File: config.mk
export PLATFORM = sky130hd
export DESIGN_NAME = slowclk_tap_gen
export DESIGN_NICKNAME = d
export VERILOG_FILES = /design/src/rtl/slowclk_tap_gen.sv
export SDC_FILE = /design/constraint.sdc
export NUM_CORES = 1
export LEC_CHECK = 0
export BUFFER_PORTS_ARGS = -buffer_cell sky130_fd_sc_hd__buf_2
export CORE_MARGIN = 2
export CORE_UTILIZATION = 65
export CTS_CLUSTER_SIZE = 25
export DETAILED_ROUTE_END_ITERATION = 8
export GPL_ROUTABILITY_DRIVEN = 0
export HOLD_SLACK_MARGIN = 0.06
export PLACE_DENSITY_LB_ADDON = 0.3
export SYNTH_ARGS = -nofsm -noshare
export SYNTH_HDL_FRONTEND = slang
export SYNTH_SLANG_ARGS = --single-unit
File: constraint.sdc
create_clock -name clk -period 9.7 [get_ports clk]
set_input_delay 1.455 -clock clk [delete_from_list [all_inputs] [get_ports clk]]
set_output_delay 1.455 -clock clk [all_outputs]
set_load 0.02 [all_outputs]
File: src/rtl/slowclk_tap_gen.sv
module slowclk_tap_gen #(
  parameter int SEL_W       = 5,
  parameter int NORM_TAP    = 14,
  parameter int FAST_TAP    = 4,
  parameter int MIN_RESTART = 1
) (
  input  logic             clk,
  input  logic             rst_n,
  input  logic             slow_clk,
  input  logic             fast_mode,
  input  logic [SEL_W-1:0] rd_sel,
  input  logic [SEL_W-1:0] wr_sel,
  input  logic             access_read,
  output logic             phi_dly,
  output logic             phi_dly2,
  output logic             restart_rd,
  output logic             restart_wr,
  output logic             restart
);
  localparam int DEPTH = (1 << SEL_W) + 1;
  localparam logic [SEL_W:0] MIN_K = (SEL_W+1)'(MIN_RESTART);

  logic [DEPTH-1:0] chain;

  always_ff @(posedge clk or negedge rst_n)
    if (!rst_n) chain <= '0;
    else        chain <= {chain[DEPTH-2:0], slow_clk};

  assign phi_dly  = slow_clk | (fast_mode ? chain[FAST_TAP]   : chain[NORM_TAP]);
  assign phi_dly2 = slow_clk | (fast_mode ? chain[FAST_TAP+1] : chain[NORM_TAP+1]);

  logic [1:0][SEL_W-1:0] sel;
  logic [1:0]            fire;
  assign sel = {wr_sel, rd_sel};

  for (genvar g = 0; g < 2; g++) begin : g_restart
    logic [SEL_W:0] k, k1;
    assign k    = ({1'b0, sel[g]} < MIN_K) ? MIN_K : {1'b0, sel[g]};
    assign k1   = k + 1'b1;
    assign fire[g] = ~chain[k] & chain[k1];
  end

  assign restart_rd = fire[0];
  assign restart_wr = fire[1];
  assign restart    = access_read ? restart_rd : restart_wr;

  a_r6_rd_single: assert property (@(posedge clk) disable iff (!rst_n)
    restart_rd |=> (!restart_rd || !$stable(rd_sel)));
  a_r7_wr_single: assert property (@(posedge clk) disable iff (!rst_n)
    restart_wr |=> (!restart_wr || !$stable(wr_sel)));
  a_r3_fall_needs_low: assert property (@(posedge clk) disable iff (!rst_n)
    $fell(phi_dly) |-> !slow_clk);
  a_r4_dly2_fall_low: assert property (@(posedge clk) disable iff (!rst_n)
    $fell(phi_dly2) |-> !slow_clk);
  a_r9_dir_read: assert property (@(posedge clk) disable iff (!rst_n)
    (access_read && !restart_rd) |-> !restart);
endmodule

* After elaboration in Yosys (flattened, before gate mapping) *
Cells that the tools add are included.

storage, ports and cells
  register bits after elaboration = 33

cells by class
  add/subtract/negate cells = 2
  $lt $le $gt $ge = 6
  multiplexer cells = 13
  bitwise logic cells = 6

operator list
  cell                   count
  $bmux W1 S6            4
  $lt A5 B7 Y1 const B   2
  $lt A6 B7 Y1 const B   2
  $add A5 B1 Y6 const B  2
  $lt A5 B1 Y1 const B   2
  $mux W5                2
  $mux W1                7
  $and A1 B1 Y1          2
  $not A1 Y1             2
  $or A1 B1 Y1           2

* Logic depth before layout (Yosys ltp) *
Gate-level depths: netlist of the first run.

  depth in word-level cells = 7
  mapped depth = 13
  gate-level depth less buffers = 10

* Worst setup path after synthesis of the first run *
No wires, ideal clock.

  path type = input-to-output
  start point = input wr_sel[4]
  end point = output restart
  data arrival time = 4,078 ps
  path slack = 4,167 ps
  stages = 10
  path through = or3_4 o21ai_2 buf_4 ha_1 clkbuf_1 mux4_2 a31o_2 a211oi_1 a211oi_2 o2bb2ai_1

on the way
  longest elaborated chain between the ends = 7
  elaborated cells between the ends (all ways) = 10
  those cells by class = add/sub: 1; order compare: 1; mux: 6; bitwise: 2

RTL lines
  element                                                      line    text
  start: declaration                                           12      input logic [SEL_W-1:0] wr_sel,
  $lt A5 B1 Y1                                                 38      assign k = ({1'b0, sel[g]} < MIN_K) ? MIN_K : {1'b0, sel[g]};
  $mux W5 *                                                    38
  $add A5 B1 Y6 or $bmux W1 S6 (tied branches)                 39, 40
  $bmux W1 S6 or $mux W1 (tied branches)                       40      assign fire[g] = ~chain[k] & chain[k1];
  $mux W1 (not written as such) or $not A1 Y1 (tied branches)  40
  $and A1 B1 Y1 *                                              40
  via restart_wr                                               17      output logic restart_wr,
  $mux W1 *                                                    45      assign restart = access_read ? restart_rd : restart_wr;
  end: declaration                                             18      output logic restart

The timed path passes the listed nets; every way through them passes the cells marked *. The select of a mux whose other input is x is not followed.

* Worst setup path after layout of the first run *
  start point = input wr_sel[3]
  end point = output restart

on the way
  longest elaborated chain between the ends = 7
  elaborated cells between the ends (all ways) = 10
  those cells by class = add/sub: 1; order compare: 1; mux: 6; bitwise: 2

RTL lines
  element                                                      line
  $lt A5 B1 Y1                                                 38
  $mux W5 *                                                    38
  $add A5 B1 Y6 or $bmux W1 S6 (tied branches)                 39, 40
  $bmux W1 S6 or $mux W1 (tied branches)                       40
  $mux W1 (not written as such) or $not A1 Y1 (tied branches)  40
  $and A1 B1 Y1 *                                              40
  $mux W1 *                                                    45

Mark *: on every way between the ends. The rest lies on a longest branch, timed or not. The select of a mux whose other input is x is not followed.

==> metrics.md, run 1 <==
| Metric | Value |
|---|---|
| Prevailing post-synth register cell | `dfrtp_1` |
| Finished Core Util | `70.63%` |
| Setup TNS | `0 ps` |
| First-pass DRT Iterations | `5` |
| Clk_skew | `6.458 ps` |
| Post-CTS Resized | `0` |
| Die area | `4235 sq um` |
| Hold_buf cts | `0` |
| Synthesized Nets | `244` |
| EDFF count, synth | `0` |
| Fin crit share | `61.49%` |
| Register area share after synthesis | `34.06%` |
| Post-DRT Antenna Nets | `0` |
| Core Rows | `22` |
| YS warnings | `0` |
| CP Max Fanout | `15` |
| CTS tree | `built` |
| Mean routed wirelength per cell | `19.83 microns` |
| Vias/cell | `7.150` |
| RSZ-0062 raised after global routing | `false` |
| # diodes | `0` |
| Total GRT Usage | `29.10%` |
| Initial DRC count | `295` |
| Number of fill cells in the layout | `286` |
| Pre-CTS setup slack | `3714 ps` |
| DP HPWL | `3990 microns` |
| Hold Vio Cnt, Final | `0` |
| Peak VDD IR | `0.1303 mV` |
| Port bufs | `19` |
| Setup crit end kind | `output port` |
| DRC viols | `0` |
| Mapped Cells | `227` |
| Clock-pin slew on the worst setup and hold paths | `70 ps` |
| Layout cells sized above 1 | `22.41%` |
| Leak | `0.001028 uW` |
| Die height | `65.08 microns` |
| CP Launch Type | `primary input` |
| Pwr/cell area | `139.1 nW/um^2` |
| Largest Register | `chain` |
| Peak Freq | `0.1677 GHz` |
| Most frequent cells in the layout | `dfrtp_1 (33), buf_2 (19), mux4_2 (16), nand2_1 (16), nor2_1 (13)` |
| Outcome | `complete, no violations` |
| Clock Tree Root | `clkbuf_8` |
| Final Max Tran Viols | `0` |
| Least-Margin Pin Slew | `663.2 ps` |
| Fin nets | `248` |
| CP required | `8250 ps` |
| # IOs | `20` |
| Kind of critical path | `primary input to output port` |
| Remaining Overflow, GRT | `0` |
| Max-cap viol count | `0` |
| Chip width | `65.08 microns` |
| Largest register FFs | `33` |
| Top flop regs | `chain: 33 flops` |
| Seq cells post-synth | `33` |
| Routed wire length | `5551 microns` |
| Max H-tree Level | `2` |
| Vias post-DR | `2002` |
| Synth Cell Area | `2425 sq um` |
| Relative slew slack | `55.79%` |
| Worst skew pair latency | `280 ps` |
| Fraction of registers with async set/reset | `100.0%` |
| Vias in the first global route | `1811` |
| Effective utilization at floorplan | `66.74%` |
| Largest net degree at the start of global routing | `34` |
| Min-delay worst type | `flip-flop to flip-flop` |
| Unique masters post-synth | `62` |
| CP Data Arrival Time | `4510 ps` |
| Syn avg cell area | `10.68 sq um` |
| Antenna violations before repair | `0` |
| Final setup margin | `3736 ps` |
| Cell taking the most area after synthesis | `dfrtp_1` |
| Setup bufs post-CTS | `0` |
| Final setup fails | `0` |
| Min Clock Period, post-route | `5964 ps` |
| Leading post-synthesis cells by cell area | `dfrtp_1 (34%), mux4_2 (15%), mux2i_1 (5.0%)` |
| Core Area | `3633 sq um` |
| Area grow syn2layout | `5.831%` |
| First-pass GRT wire length | `9252 microns` |
| Total clock sinks | `33` |
| Top-area cell type share of the netlist area | `34.06%` |
| CTS buffer count | `5` |
| Commonest non-fill, non-tap cell in the layout | `dfrtp_1` |
| Maximum clock path buffer count | `2` |
[power breakdown]
group	switching [uW]	total [uW]	internal (uW)	leakage, uW
Sequential	11.2	156	145	0.000385
Clock	47.9	112	64.0	0.0000542
Combinational	48.1	89.1	41.0	0.000589
Total	107	357	250	0.00103
[cell families after synthesis]
logic type / count (synthesis) / share of synthesized area, %
DFF: 33 / 34.06
and+or+nand+nor: 63 / 14.35
buffers and inverters: 27 / 5.624
muxes: 31 / 22.45
adders and majority gates: 2 / 1.032
xor gates and xnor gates: 5 / 1.806
AOI/OAI and AO/OA: 66 / 20.69
[cells in the mapped netlist, drive strengths merged, types with 2 or more instances]
library cell  count
a211o             4
a211oi            7
a21boi            2
a21o              2
a21oi             9
a221o             5
a221oi            4
a22o              3
a31o              2
a31oi             7
and4              2
buf               8
clkbuf           14
dfrtp            33
ha                2
inv               5
mux2i            12
mux4             18
nand2            16
nand2b            2
nand3             4
nand4             2
nor2             14
nor2b             8
nor3              4
nor4              3
o21ai             9
or3               2
or4               2
xnor2             2
xor2              3
[cell type report]
type | count | area, sq um | share of cell area (%)
multi-input combinational | 167 | 1463 | 57.00
sequential | 33 | 825.8 | 32.18
tap | 48 | 60.06 | 2.340
clock inverter | 1 | 5.005 | 0.1950
inverter | 5 | 21.27 | 0.8289
clock buffer | 7 | 96.34 | 3.754
timing repair buffer | 19 | 95.09 | 3.706
[critical path, cell delays in order]
cell and delay [ps]:
buf_2 190, or3_4 420, o21ai_2 540, ha_1 470, mux4_2 540, a31o_2 250, a211oi_1 270, a211oi_2 80
o2bb2ai_1 130, buf_2 160
[stage by stage]
step | std cells | hold WS [ps] | area, sq um | total power (uW)
after floorplan | 227 | 383.4 | 2425 | 224.0
after global placement | 272 | 446.2 | 2465 | 245.1
after detailed placement | 272 | 447.9 | 2465 | 246.2
after CTS | 280 | 456.2 | 2566 | 356.0
after global routing | 280 | 474.4 | 2566 | 374.8
final | 280 | 451.6 | 2566 | 356.9
[routing by layer]
| layer | GRT usage [%] | routed length (microns) | vias to the layer above |
|---|---|---|---|
| met5 | 0 | 0 | - |
| met4 | 10.94 | 109 | 0 |
| met3 | 5.903 | 452 | 13 |
| met2 | 42.14 | 2565 | 122 |
| met1 | 43.79 | 2423 | 957 |
| li1 | - | - | 910 |
[final timing paths]
path | start | to | slack [ps] | cells past startpoint
max | wr_sel[3] | restart | 3740 | 10
min reg2reg | chain[30] | chain[31] | 450 | 0
max reg2reg | chain[4] | chain[5] | 9090 | 0
max in group asynchronous | rst_n | chain[7] | 8070 | 1
min in group asynchronous | rst_n | chain[18] | 1200 | 1
min | chain[30] | chain[31] | 450 | 0
No activity file was read; power rests on OpenSTA's default activity.
==> run 2, diff against run 1 <==
CORE_UTILIZATION = 54   (was 65)
clock period = 5.44 ns   (was 9.7 ns; I/O delays follow)
==> metrics.md, run 2 (synthesis results as in run 1) <==
| Metric | Value |
|---|---|
| Mean routed wirelength per cell | `20.59 microns (was 19.83 microns)` |
| Largest net degree at the start of global routing | `34 (unchanged)` |
| Max H-tree Level | `2 (unchanged)` |
| Clk_skew | `7.901 ps (was 6.458 ps)` |
| Hold EP | `chain[11] (was chain[31])` |
| Setup bufs post-CTS | `0 (unchanged)` |
| Clock Tree Root | `clkbuf_8 (unchanged)` |
| Peak VDD IR | `0.1845 mV (was 0.1303 mV)` |
| Max stage delay on crit path | `540 ps (about the same)` |
| Met1 Usage GRT | `37.19% (was 43.79%)` |
| CP required | `4620 ps (was 8250 ps)` |
| R2R Setup Slk | `4820 ps (was 9090 ps)` |
| Effective utilization at floorplan | `55.69% (was 66.74%)` |
| GR peak layer | `met2 (was met1)` |
| Antenna violations before repair | `0 (unchanged)` |
| Post-CTS Resized | `0 (unchanged)` |
| Sw Ratio | `31.93% (was 30.02%)` |
| Setup TNS | `0 ps (unchanged)` |
| Routed wire length | `5869 microns (was 5551 microns)` |
| Final Instance Area | `2564 sq um (was 2566 sq um)` |
| # diodes | `0 (unchanged)` |
| R2r startpoint | `chain[5] (was chain[4])` |
| Seq pwr share | `45.2% (was 43.7%)` |
| Reg2Reg Depth | `0 (unchanged)` |
| Multi-input logic area | `1463 sq um (unchanged)` |
| Core Rows | `24 (was 22)` |
| Logic pwr share | `26.0% (was 25.0%)` |
| Largest Register | `chain (unchanged)` |
| Remaining Overflow, GRT | `0 (unchanged)` |
| Max-cap viol count | `0 (unchanged)` |
| Worst-path cell chain | `buf_2 -> or3_4 -> o21ai_2 -> buf_4 -> ha_1 -> mux4_2 -> a31o_2 -> a211oi_1 -> a211oi_2 -> o2bb2ai_1 -> buf_2 (was buf_2 -> or3_4 -> o21ai_2 -> ha_1 -> mux4_2 -> a31o_2 -> a211oi_1 -> a211oi_2 -> o2bb2ai_1 -> buf_2)` |
| Min-delay worst type | `flip-flop to flip-flop (unchanged)` |
| Pwr/cell area | `240.6 nW/um^2 (was 139.1 nW/um^2)` |
| Grt met3 use | `6.268% (was 5.903%)` |
| First-pass DRT Iterations | `4 (was 5)` |
| Pre-CTS setup slack | `1002 ps (was 3714 ps)` |
| Top flop regs | `chain: 33 flops (unchanged)` |
| Hold Vio Cnt, Final | `0 (unchanged)` |
| Initial DRC count | `223 (was 295)` |
| Chip width | `71.01 microns (was 65.08 microns)` |
| Post-DRT Antenna Nets | `0 (unchanged)` |
| CTS tree | `built (unchanged)` |
| CP Launch Type | `primary input (unchanged)` |
| Maximum clock path buffer count | `2 (unchanged)` |
| Clk pwr share | `28.8% (was 31.4%)` |
| Number of fill cells in the layout | `373 (was 286)` |
| Register area | `825.8 sq um (unchanged)` |
| Final Max Tran Viols | `0 (unchanged)` |
| Setup crit end kind | `output port (unchanged)` |
| Total clock sinks | `33 (unchanged)` |
| # IOs | `20 (unchanged)` |
| Fin nets | `249 (was 248)` |
| Dpl cell area | `2477 sq um (was 2465 sq um)` |
| Vias post-DR | `1947 (was 2002)` |
| Least-Margin Pin Slew | `703.7 ps (was 663.2 ps)` |
| CTS buffer count | `5 (unchanged)` |
| Vias/cell | `6.832 (was 7.150)` |
| CP Max Fanout | `15 (unchanged)` |
| Clock-pin slew on the worst setup and hold paths | `70 ps (about the same)` |
| Most used cell, CP | `buf_2 (unchanged)` |
| Internal | `419.8 uW (was 249.7 uW)` |
| Core Area | `4354 sq um (was 3633 sq um)` |
| Slowest-stage cell, CP | `mux4_2 (was o21ai_2)` |
| Port bufs | `19 (unchanged)` |
| First-pass GRT wire length | `9867 microns (was 9252 microns)` |
| Vias in the first global route | `1860 (was 1811)` |
| CP Data Arrival Time | `3620 ps (was 4510 ps)` |
| Finished Layout Cells | `285 (was 280)` |
| Die height | `71.01 microns (was 65.08 microns)` |
| Area grow syn2layout | `5.728% (was 5.831%)` |
| RR Endpoint | `chain[6] (was chain[5])` |
| Worst skew pair latency | `290 ps (was 280 ps)` |
| Sw Pwr | `196.9 uW (was 107.1 uW)` |
| DRC viols | `0 (unchanged)` |
| Commonest non-fill, non-tap cell in the layout | `dfrtp_1 (unchanged)` |
| Outcome | `complete, no violations (unchanged)` |
| Final setup fails | `0 (unchanged)` |
| Most frequent cells in the layout | `dfrtp_1 (33), buf_2 (19), mux4_2 (16), nand2_1 (16), nor2_1 (13) (unchanged)` |
| Layout cells sized above 1 | `22.75% (was 22.41%)` |
| Die area | `5042 sq um (was 4235 sq um)` |
| Total GRT Usage | `25.64% (was 29.10%)` |
| Kind of critical path | `primary input to output port (unchanged)` |
| Largest register FFs | `33 (unchanged)` |
| Hold_buf cts | `0 (unchanged)` |
| GRT met2 Usage | `37.28% (was 42.14%)` |
| Peak Freq | `0.2255 GHz` |
| Relative slew slack | `53.08% (was 55.79%)` |
| Placed insts | `277 (was 272)` |
| Crit path launch | `wr_sel[3] (unchanged)` |
| DP HPWL | `4228 microns (was 3990 microns)` |
| Hold path startpoint | `chain[10] (was chain[30])` |
| Min Clock Period, post-route | `4434 ps` |
| RSZ-0062 raised after global routing | `false (unchanged)` |
| Leak | `0.001022 uW (was 0.001028 uW)` |
| Final setup margin | `1006 ps (was 3736 ps)` |
| Hold Path Cell Cnt | `0 (unchanged)` |
| Tot Pwr | `616.7 uW (was 356.9 uW)` |
| Fin crit share | `81.51%` |
## run 2: changes by cell type in the layout (fill, tap and decap cells not counted)
cell / previous run / this run
buf_4: 0 / 1
clkbuf_8: 7 / 5
clkinv_2: 1 / 2
clkinvlp_4: 0 / 1
## run 2: final cells by class
class	count	area share, %
Sequential cell	33	32.21
Multi-Input combinational cell	167	57.05
Inverter	5	0.8297
Timing Repair Buffer	20	4.002
Clock inverter	3	0.6833
Clock buffer	5	2.684
Tap cell	52	2.538
## run 2: critical path: cells and delay by family
family	cells	cell delay, ps
compound gates	5	850
simple gates	1	420
mux	1	540
fa+ha+maj	1	400
buf+inv	3	580
## run 2: metrics by stage
stage               utilization (%)  hold slack (ps)
floorplan                         -            383.4
global placement              56.90            449.3
detailed placement            56.90            455.6
CTS                           58.88            471.6
global route                  58.88            486.2
finish                        58.88            465.2
## run 2: per-layer routing
metal,routed length (microns),vias to the layer above
met5,0,-
met1,2564,936
met4,154,0
met2,2723,87
li1,-,909
met3,427,15
## run 2: power groups by stage
stage / clock network (uW) / logic (uW) / registers [uW]
6_report: 178 / 160 / 279
5_1_grt: 197 / 176 / 280
4_1_cts: 185 / 160 / 278
3_5_place_dp: 0 / 159 / 283
3_3_place_gp: 0 / 157 / 283
2_1_floorplan: 0 / 127 / 273
## run 2: how the worst max path moves through the flow
stage	endpoint	depth (start not counted)	slack [ps]
2_1_floorplan	restart	10	1180
3_3_place_gp	restart	11	1090
3_5_place_dp	restart	11	1000
4_1_cts	restart	11	1000
5_1_grt	restart	11	820
6_report	restart	11	1010
